<file path="config.mk">
export PLATFORM = sky130hd
export DESIGN_NAME = ones_eac_addsub
export DESIGN_NICKNAME = d
export VERILOG_FILES = /design/src/rtl/ones_pkg.sv /design/src/rtl/ones_operand_cond.sv /design/src/rtl/ones_ripple.sv /design/src/rtl/ones_flags.sv /design/src/rtl/ones_eac_addsub.sv
export SDC_FILE = /design/constraint.sdc
export NUM_CORES = 1
export LEC_CHECK = 0
export ABC_AREA = 0
export BUFFER_PORTS_ARGS = -buffer_cell sky130_fd_sc_hd__buf_2
export CAP_MARGIN = 5
export CORE_AREA = 2 2 39 41
export DETAILED_ROUTE_END_ITERATION = 6
export DIE_AREA = 0 0 41 43
export RECOVER_POWER = 100
export REMOVE_ABC_BUFFERS = 1
export SLEW_MARGIN = 15
export SYNTH_ARGS = -nofsm -noshare
export SYNTH_HDL_FRONTEND = slang
export SYNTH_HIERARCHICAL = 1
export SYNTH_SLANG_ARGS = --single-unit
</file>
<file path="constraint.sdc">
create_clock -name vclk -period 9.1
set_clock_uncertainty 0.15 [all_clocks]
set_input_delay 1.365 -clock vclk [all_inputs]
set_output_delay 1.365 -clock vclk [all_outputs]
set_load 0.01 [all_outputs]
</file>
<file path="src/rtl/ones_pkg.sv">
package ones_pkg;
  localparam int unsigned MAX_W = 32;

  // Integer value of an ones-complement code of the given width.
  function automatic int ones_value(input logic [MAX_W-1:0] code, input int width);
    logic [MAX_W-1:0] mask;
    mask = (width >= MAX_W) ? '1 : ((MAX_W'(1) << width) - MAX_W'(1));
    if (code[width-1]) return -int'((~code) & mask);
    else               return int'(code & mask);
  endfunction
endpackage

</file>
<file path="src/rtl/ones_operand_cond.sv">
module ones_operand_cond #(
  parameter int N = 5
) (
  input  logic [N-1:0] b_in,
  input  logic         sub_sel,
  output logic [N-1:0] b_eff
);
  for (genvar i = 0; i < N; i++) begin : g_flip
    assign b_eff[i] = b_in[i] ^ sub_sel;
  end

  always_comb begin

    negate_chk: assert ($countones(b_eff ^ b_in) == (sub_sel ? N : 0))
      else $error("negation step wrong");
  end
endmodule

</file>
<file path="src/rtl/ones_ripple.sv">
module ones_ripple #(
  parameter int N = 5
) (
  input  logic [N-1:0] x,
  input  logic [N-1:0] y,
  input  logic         cin,
  output logic [N-1:0] sum,
  output logic         cout
);
  logic [N:0] carry;
  assign carry[0] = cin;

  for (genvar i = 0; i < N; i++) begin : g_fa
    logic half;
    assign half       = x[i] ^ y[i];
    assign sum[i]     = half ^ carry[i];
    assign carry[i+1] = (x[i] & y[i]) | (half & carry[i]);
  end

  assign cout = carry[N];
endmodule

</file>
<file path="src/rtl/ones_flags.sv">
module ones_flags #(
  parameter int N = 5
) (
  input  logic         a_sign,
  input  logic         b_sign,
  input  logic [N-1:0] res,
  output logic         overflow,
  output logic         neg_zero
);
  assign overflow = (a_sign == b_sign) && (res[N-1] != a_sign);
  assign neg_zero = &res;
endmodule

</file>
<file path="src/rtl/ones_eac_addsub.sv">
module ones_eac_addsub
  import ones_pkg::*;
#(
  parameter int N = 5
) (
  input  logic [N-1:0] a_in,
  input  logic [N-1:0] b_in,
  input  logic         sub_sel,
  output logic [N-1:0] result,
  output logic         overflow,
  output logic         neg_zero
);
  localparam int HI = (1 << (N - 1)) - 1;

  logic [N-1:0] b_eff;
  logic [N-1:0] first_sum;
  logic         first_carry;
  logic         fold_carry;

  ones_operand_cond #(.N(N)) u_cond (
    .b_in(b_in), .sub_sel(sub_sel), .b_eff(b_eff)
  );

  ones_ripple #(.N(N)) u_main (
    .x(a_in), .y(b_eff), .cin(1'b0), .sum(first_sum), .cout(first_carry)
  );

  // End-around carry: fold the top carry back into bit 0.
  ones_ripple #(.N(N)) u_fold (
    .x(first_sum), .y('0), .cin(first_carry), .sum(result), .cout(fold_carry)
  );

  ones_flags #(.N(N)) u_flags (
    .a_sign(a_in[N-1]), .b_sign(b_eff[N-1]), .res(result),
    .overflow(overflow), .neg_zero(neg_zero)
  );

  int true_sum;
  always_comb begin
    true_sum = ones_value(MAX_W'(a_in), N) + ones_value(MAX_W'(b_eff), N);

    eac_nocarry_chk: assert (!fold_carry)
      else $error("fold pass carried out");

    sum_value_chk: assert (overflow || ones_value(MAX_W'(result), N) == true_sum)
      else $error("result value differs from integer sum");

    ovf_range_chk: assert (overflow == (true_sum > HI || true_sum < -HI))
      else $error("overflow flag disagrees with range");

    negzero_chk: assert (!neg_zero || (!overflow && true_sum == 0))
      else $error("negative zero without a zero sum");
  end
endmodule

</file>
After elaboration in Yosys (flattened, before gate mapping)
Cells that the tools add are included.
Operators by class
  reduce and logical (&&, ||, !) cells: 2
  bitwise gates (word level): 36
  equality and inequality tests: 2
Operators by type and width (number)
  $xor A1 B1 Y1: 19
  $and A1 B1 Y1: 13
  $reduce_and A5 Y1: 1
  $or A1 B1 Y1: 4
  $eq A1 B1 Y1: 1
  $logic_and A1 B1 Y1: 1
  $ne A1 B1 Y1: 1
Word-level totals
  bits in registers: 0
  output and inout port bits: 7
  logic and storage cells: 40

Logic depth before layout (Yosys ltp)
  depth after elaboration: 17
  depth in mapped cells: 22

Modules after synthesis
Netlist, hierarchy kept.
By module, submodules not included
  ones_ripple: sequential area each 0.0 µm², area an instance 137.6 µm², cells an instance 15, times used 2
  ones_operand_cond: sequential area each 0.0 µm², area an instance 55.1 µm², cells an instance 6, times used 1
  ones_flags: sequential area each 0.0 µm², area an instance 35.0 µm², cells an instance 6, times used 1
  ones_eac_addsub: sequential area each 0.0 µm², area an instance 3.8 µm², cells an instance 1, times used 1

Worst setup path before layout
OpenSTA, ideal clock, no wires.
  kind: input to output
  start point: in sub_sel
  end point: out neg_zero
  cell stages on the path: 22
  arrival time: 5.451 ns
  slack: 2.134 ns
  buffers on the path: 1
  path through: buf_6 > xor2_1 > inv_1 > fa_1 > inv_1 > fa_1 > fa_1 > fa_1 > inv_1 > fa_1 > inv_1 > inv_1 > fa_1 > inv_1 > fa_1 > fa_1 > fa_1 > inv_1 > fa_1 > inv_1 > nand2_1 > nor2_1
On the way
  word-level cells in the longest chain between the ends: 16
  elaborated cells between the ends (all ways): 37
  those cells by class: bitwise (36); reduce/logical (1)
Ends and longest elaborated chain
  start, declared: line ones_eac_addsub.sv:8  | input logic sub_sel,
  $xor A1 B1 Y1: line ones_operand_cond.sv:9  | assign b_eff[i] = b_in[i] ^ sub_sel;
  via b_eff[0]: line ones_eac_addsub.sv:15  | logic [N-1:0] b_eff;
  $and A1 B1 Y1 (2 in a row): line ones_ripple.sv:17  | assign carry[i+1] = (x[i] & y[i]) | (half & carry[i]);
  $or A1 B1 Y1: line ones_ripple.sv:17
  $and A1 B1 Y1: line ones_ripple.sv:17
  $or A1 B1 Y1: line ones_ripple.sv:17
  $and A1 B1 Y1: line ones_ripple.sv:17
  $or A1 B1 Y1: line ones_ripple.sv:17
  $and A1 B1 Y1: line ones_ripple.sv:17
  $or A1 B1 Y1: line ones_ripple.sv:17
  via first_carry: line ones_eac_addsub.sv:17  | logic first_carry;
  $and A1 B1 Y1 (4 in a row): line ones_ripple.sv:17
  $xor A1 B1 Y1: line ones_ripple.sv:16  | assign sum[i] = half ^ carry[i];
  via result[4]: line ones_eac_addsub.sv:9  | output logic [N-1:0] result,
  $reduce_and A5 Y1: line ones_flags.sv:11  | assign neg_zero = &res;
  end, declared: line ones_eac_addsub.sv:11  | output logic neg_zero
The timed path passes the listed nets, and every way through them passes these cells.

Worst setup path after layout
  start point: in sub_sel
  end point: out overflow
On the way
  word-level cells in the longest chain between the ends: 17
  elaborated cells between the ends (all ways): 35
  those cells by class: eq/ne (2); bitwise (32); reduce/logical (1)
Ends and longest elaborated chain
  $xor A1 B1 Y1: line ones_operand_cond.sv:9
  via b_eff[0]: line ones_eac_addsub.sv:15
  $and A1 B1 Y1 (2 in a row): line ones_ripple.sv:17
  $or A1 B1 Y1: line ones_ripple.sv:17
  $and A1 B1 Y1: line ones_ripple.sv:17
  $or A1 B1 Y1: line ones_ripple.sv:17
  $and A1 B1 Y1: line ones_ripple.sv:17
  $or A1 B1 Y1: line ones_ripple.sv:17
  $and A1 B1 Y1: line ones_ripple.sv:17
  $or A1 B1 Y1: line ones_ripple.sv:17
  via first_carry: line ones_eac_addsub.sv:17
  $and A1 B1 Y1 (4 in a row): line ones_ripple.sv:17
  $xor A1 B1 Y1: line ones_ripple.sv:16
  $ne A1 B1 Y1: line ones_flags.sv:10  | assign overflow = (a_sign == b_sign) && (res[N-1] != a_sign);
  $logic_and A1 B1 Y1: line ones_flags.sv:10
  end, declared: line ones_eac_addsub.sv:10  | output logic overflow,
The timed path passes the listed nets, and every way through them passes these cells.

==> metrics.sh <==
STATUS='finished clean'
DIE_AREA_SQ_MM=0.00176
COMB_POWER_SHARE=1.000
NETLIST_INSTANCES=42
ROUTED_WIRELENGTH_UM=532
LAYOUT_MIN_CYCLE_TIME_NS=7.31
REGAREA_SQ_UM=0
DIEWIDTH_UM=41
FIRST_GLOBAL_VIAS=259
PATH_CLASS='input port to primary output'
HOLD_PATH_END='overflow'
DIE_HT_UM=43
SETUP-TNS-FINAL_NS=0
GRT_SETUP_UNREPAIRED='false'
PLACE.PORT_BUFFERS=18
TOP_LEVEL_PORTS=18
POWER.SHARE.SWITCHING=0.600
FINAL_UTIL=0.343
DRT_PRE_ANTENNA_ITERS=1
CP.ARRIVAL_NS=5.79
DRC_ERRORS=0
CP-START-KIND='input port'
INSERTEDDIODECOUNT=0
SYN_AVG_CELL_AREA_SQ_UM=8.70
HOLDCRITSTARTPOINT='a_in[4]'
TIMING.FINAL.MAX_SLEW_VIOLATIONS=0
COREAREA_SQ_MM=0.00138
DRT_FIRST_ITER_VIOLATIONS=0
NETLIST_AREA_PRE_PLACE_SQ_UM=365
GRT-OVFL-TOTAL=0
DR_TOTAL_VIAS=292
POWER.DENSITY_mW_PER_MM2=133
GRT_ANTENNA_BEFORE_REPAIR=0
ROWS=14
TIMING.FINAL.HOLD_VIOLATIONS=0
YOSYSWARNINGCOUNT=6
FLOW.AREA_GROWTH_FROM_SYNTHESIS_PCT=29.8
DRT-VIAS-PER-INSTANCE=3.65
HP-CLASS='input port to primary output'
TIMING.CRITICAL_PATH.TO_TYPE='primary output'
LEAKAGE_nW=0.263
POWER_REPORT.INTERNAL_TOTAL_uW=25.2
LAYOUT_WORST_PATH_CYCLE_SHARE=0.803
CRITICAL_PATH.MAX_FANOUT=5
GP_CONGESTION=0.668
CLOCK_TREE_BUFFER_COUNT_OF_THE_FINAL_LAYOUT=0
INITIAL_UTILIZATION=0.264
FINAL_LAYOUT_SIZE_SUFFIX_GT1_FRAC=0.188
MULTI_INPUT_COMB_AREA_SQ_UM=302
NETS=87
WORST_PATH_LARGEST_CELL_DELAY_NS=0.40
TIMING.MAX_CAP.VIOLATIONS=0
HOLD_PATH_DEPTH=4
GLOBAL_ROUTE.USAGE.TOTAL=0.0762
LAYOUT.CELLS.NON_FILLER=80
DETAIL_ROUTE.WL_PER_CELL_UM=6.65
VDD_IR_DROP_MAX_mV=0.0482
N_FILL_CELL=168
TIMING.FMAX_MHz=137
MASTER_OF_THE_SLOWEST_INSTANCE_ON_THE_CRITICAL_PATH='sky130_fd_sc_hd__fa_1'
POWER_FRAC_SEQ=0
SETUP_VIOL_COUNT_FINAL=0
CELL_BREAKDOWN_OF_THE_CRITICAL_PATH='clkbuf_1 -> xor2_1 -> inv_1 -> fa_1 -> inv_1 -> fa_1 -> fa_1 -> fa_1 -> inv_1 -> fa_1 -> inv_1 -> inv_1 -> fa_1 -> inv_1 -> fa_1 -> fa_1 -> fa_1 -> inv_1 -> fa_1 -> inv_1 -> nand2b_1 -> o22ai_2 -> clkbuf_1'
CPMOSTUSEDCELL='sky130_fd_sc_hd__fa_1'
MAXIMUM_NUMBER_OF_PINS_ON_ONE_NET_BEFORE_GLOBAL_ROUTE_REPAIR=6
NETSWITCHINGPOWER_uW=37.7
POST-PLACE-CELLS=80
DP.FINAL_HPWL_UM=535
FIN_TOTAL_PWR_uW=62.9
ROUTE.ANTENNA.REMAINING_NETS=0
CTS_RESIZED=0
SEQ_CELLS=0
POST_CTS_HOLD_BUFFER_COUNT=0
POWER.CLOCK.FRACTION=0
POSTCTSSETUPBUFFERS=0
CRITPATHREQUIREDTIME_NS=7.59
GRT_PASS1_WL_UM=993
[power groups by stage]
stage	Sequential (mW)	Combinational (mW)	Clock, mW
2_1_floorplan	0	0.0461	0
3_3_place_gp	0	0.0657	0
3_5_place_dp	0	0.0676	0
4_1_cts	0	0.0676	0
5_1_grt	0	0.0746	0
6_report	0	0.0629	0
[metrics by stage]
step           setup slack (ns)  hold WS [ns]  cell area [sq um]
6_report                   1.79          2.95                474
4_1_cts                    1.86          2.96                483
2_1_floorplan              2.26          2.72                373
3_3_place_gp               1.92          2.95                483
5_1_grt                    1.39          2.99                474
3_5_place_dp               1.86          2.96                483
[critical path: cells and delay by family]
family,cells,cell delay [ns]
adders and majority gates,10,3.15
AOI/OAI and AO/OA,1,0.10
xor gates and xnor gates,1,0.11
buffers and inverters,10,0.97
and+or+nand+nor,1,0.08
[worst max path at each step]
stage	startpoint	to	slack (ns)	cells after the start
detailed placement	sub_sel	overflow	1.86	23
global placement	sub_sel	overflow	1.92	23
global route	sub_sel	overflow	1.39	23
finish	sub_sel	overflow	1.79	23
CTS	sub_sel	overflow	1.86	23
floorplan	sub_sel	neg_zero	2.26	21
[layer usage]
metal  up-vias  routed length [um]  part of all wire  global-route usage
li1        145                   -                 -                   -
met1       134                 219              0.41               0.110
met2        13                 257              0.48               0.131
met3         0                  56              0.11                   0
met4         0                   0                 0                   0
met5         -                   0                 0                   0
[cells in the final DEF, fill, tap and decap left out]
| cell type | n |
|---|---|
| sky130_fd_sc_hd__nand3_1 | 1 |
| sky130_fd_sc_hd__fa_1 | 10 |
| sky130_fd_sc_hd__conb_1 | 6 |
| sky130_fd_sc_hd__buf_2 | 11 |
| sky130_fd_sc_hd__inv_1 | 19 |
| sky130_fd_sc_hd__nand2b_1 | 1 |
| sky130_fd_sc_hd__nor2_1 | 1 |
| sky130_fd_sc_hd__xor2_1 | 5 |
| sky130_fd_sc_hd__o22ai_2 | 1 |
| sky130_fd_sc_hd__nand2_1 | 2 |
| sky130_fd_sc_hd__clkbuf_1 | 7 |
[area by class of cell]
type,count,share of cell area
Multi-Input combinational cell,27,0.636
Tap cell,16,0.0422
Timing Repair Buffer,18,0.172
Inverter,19,0.150
Note: power is estimated with default switching activity, not from simulation.
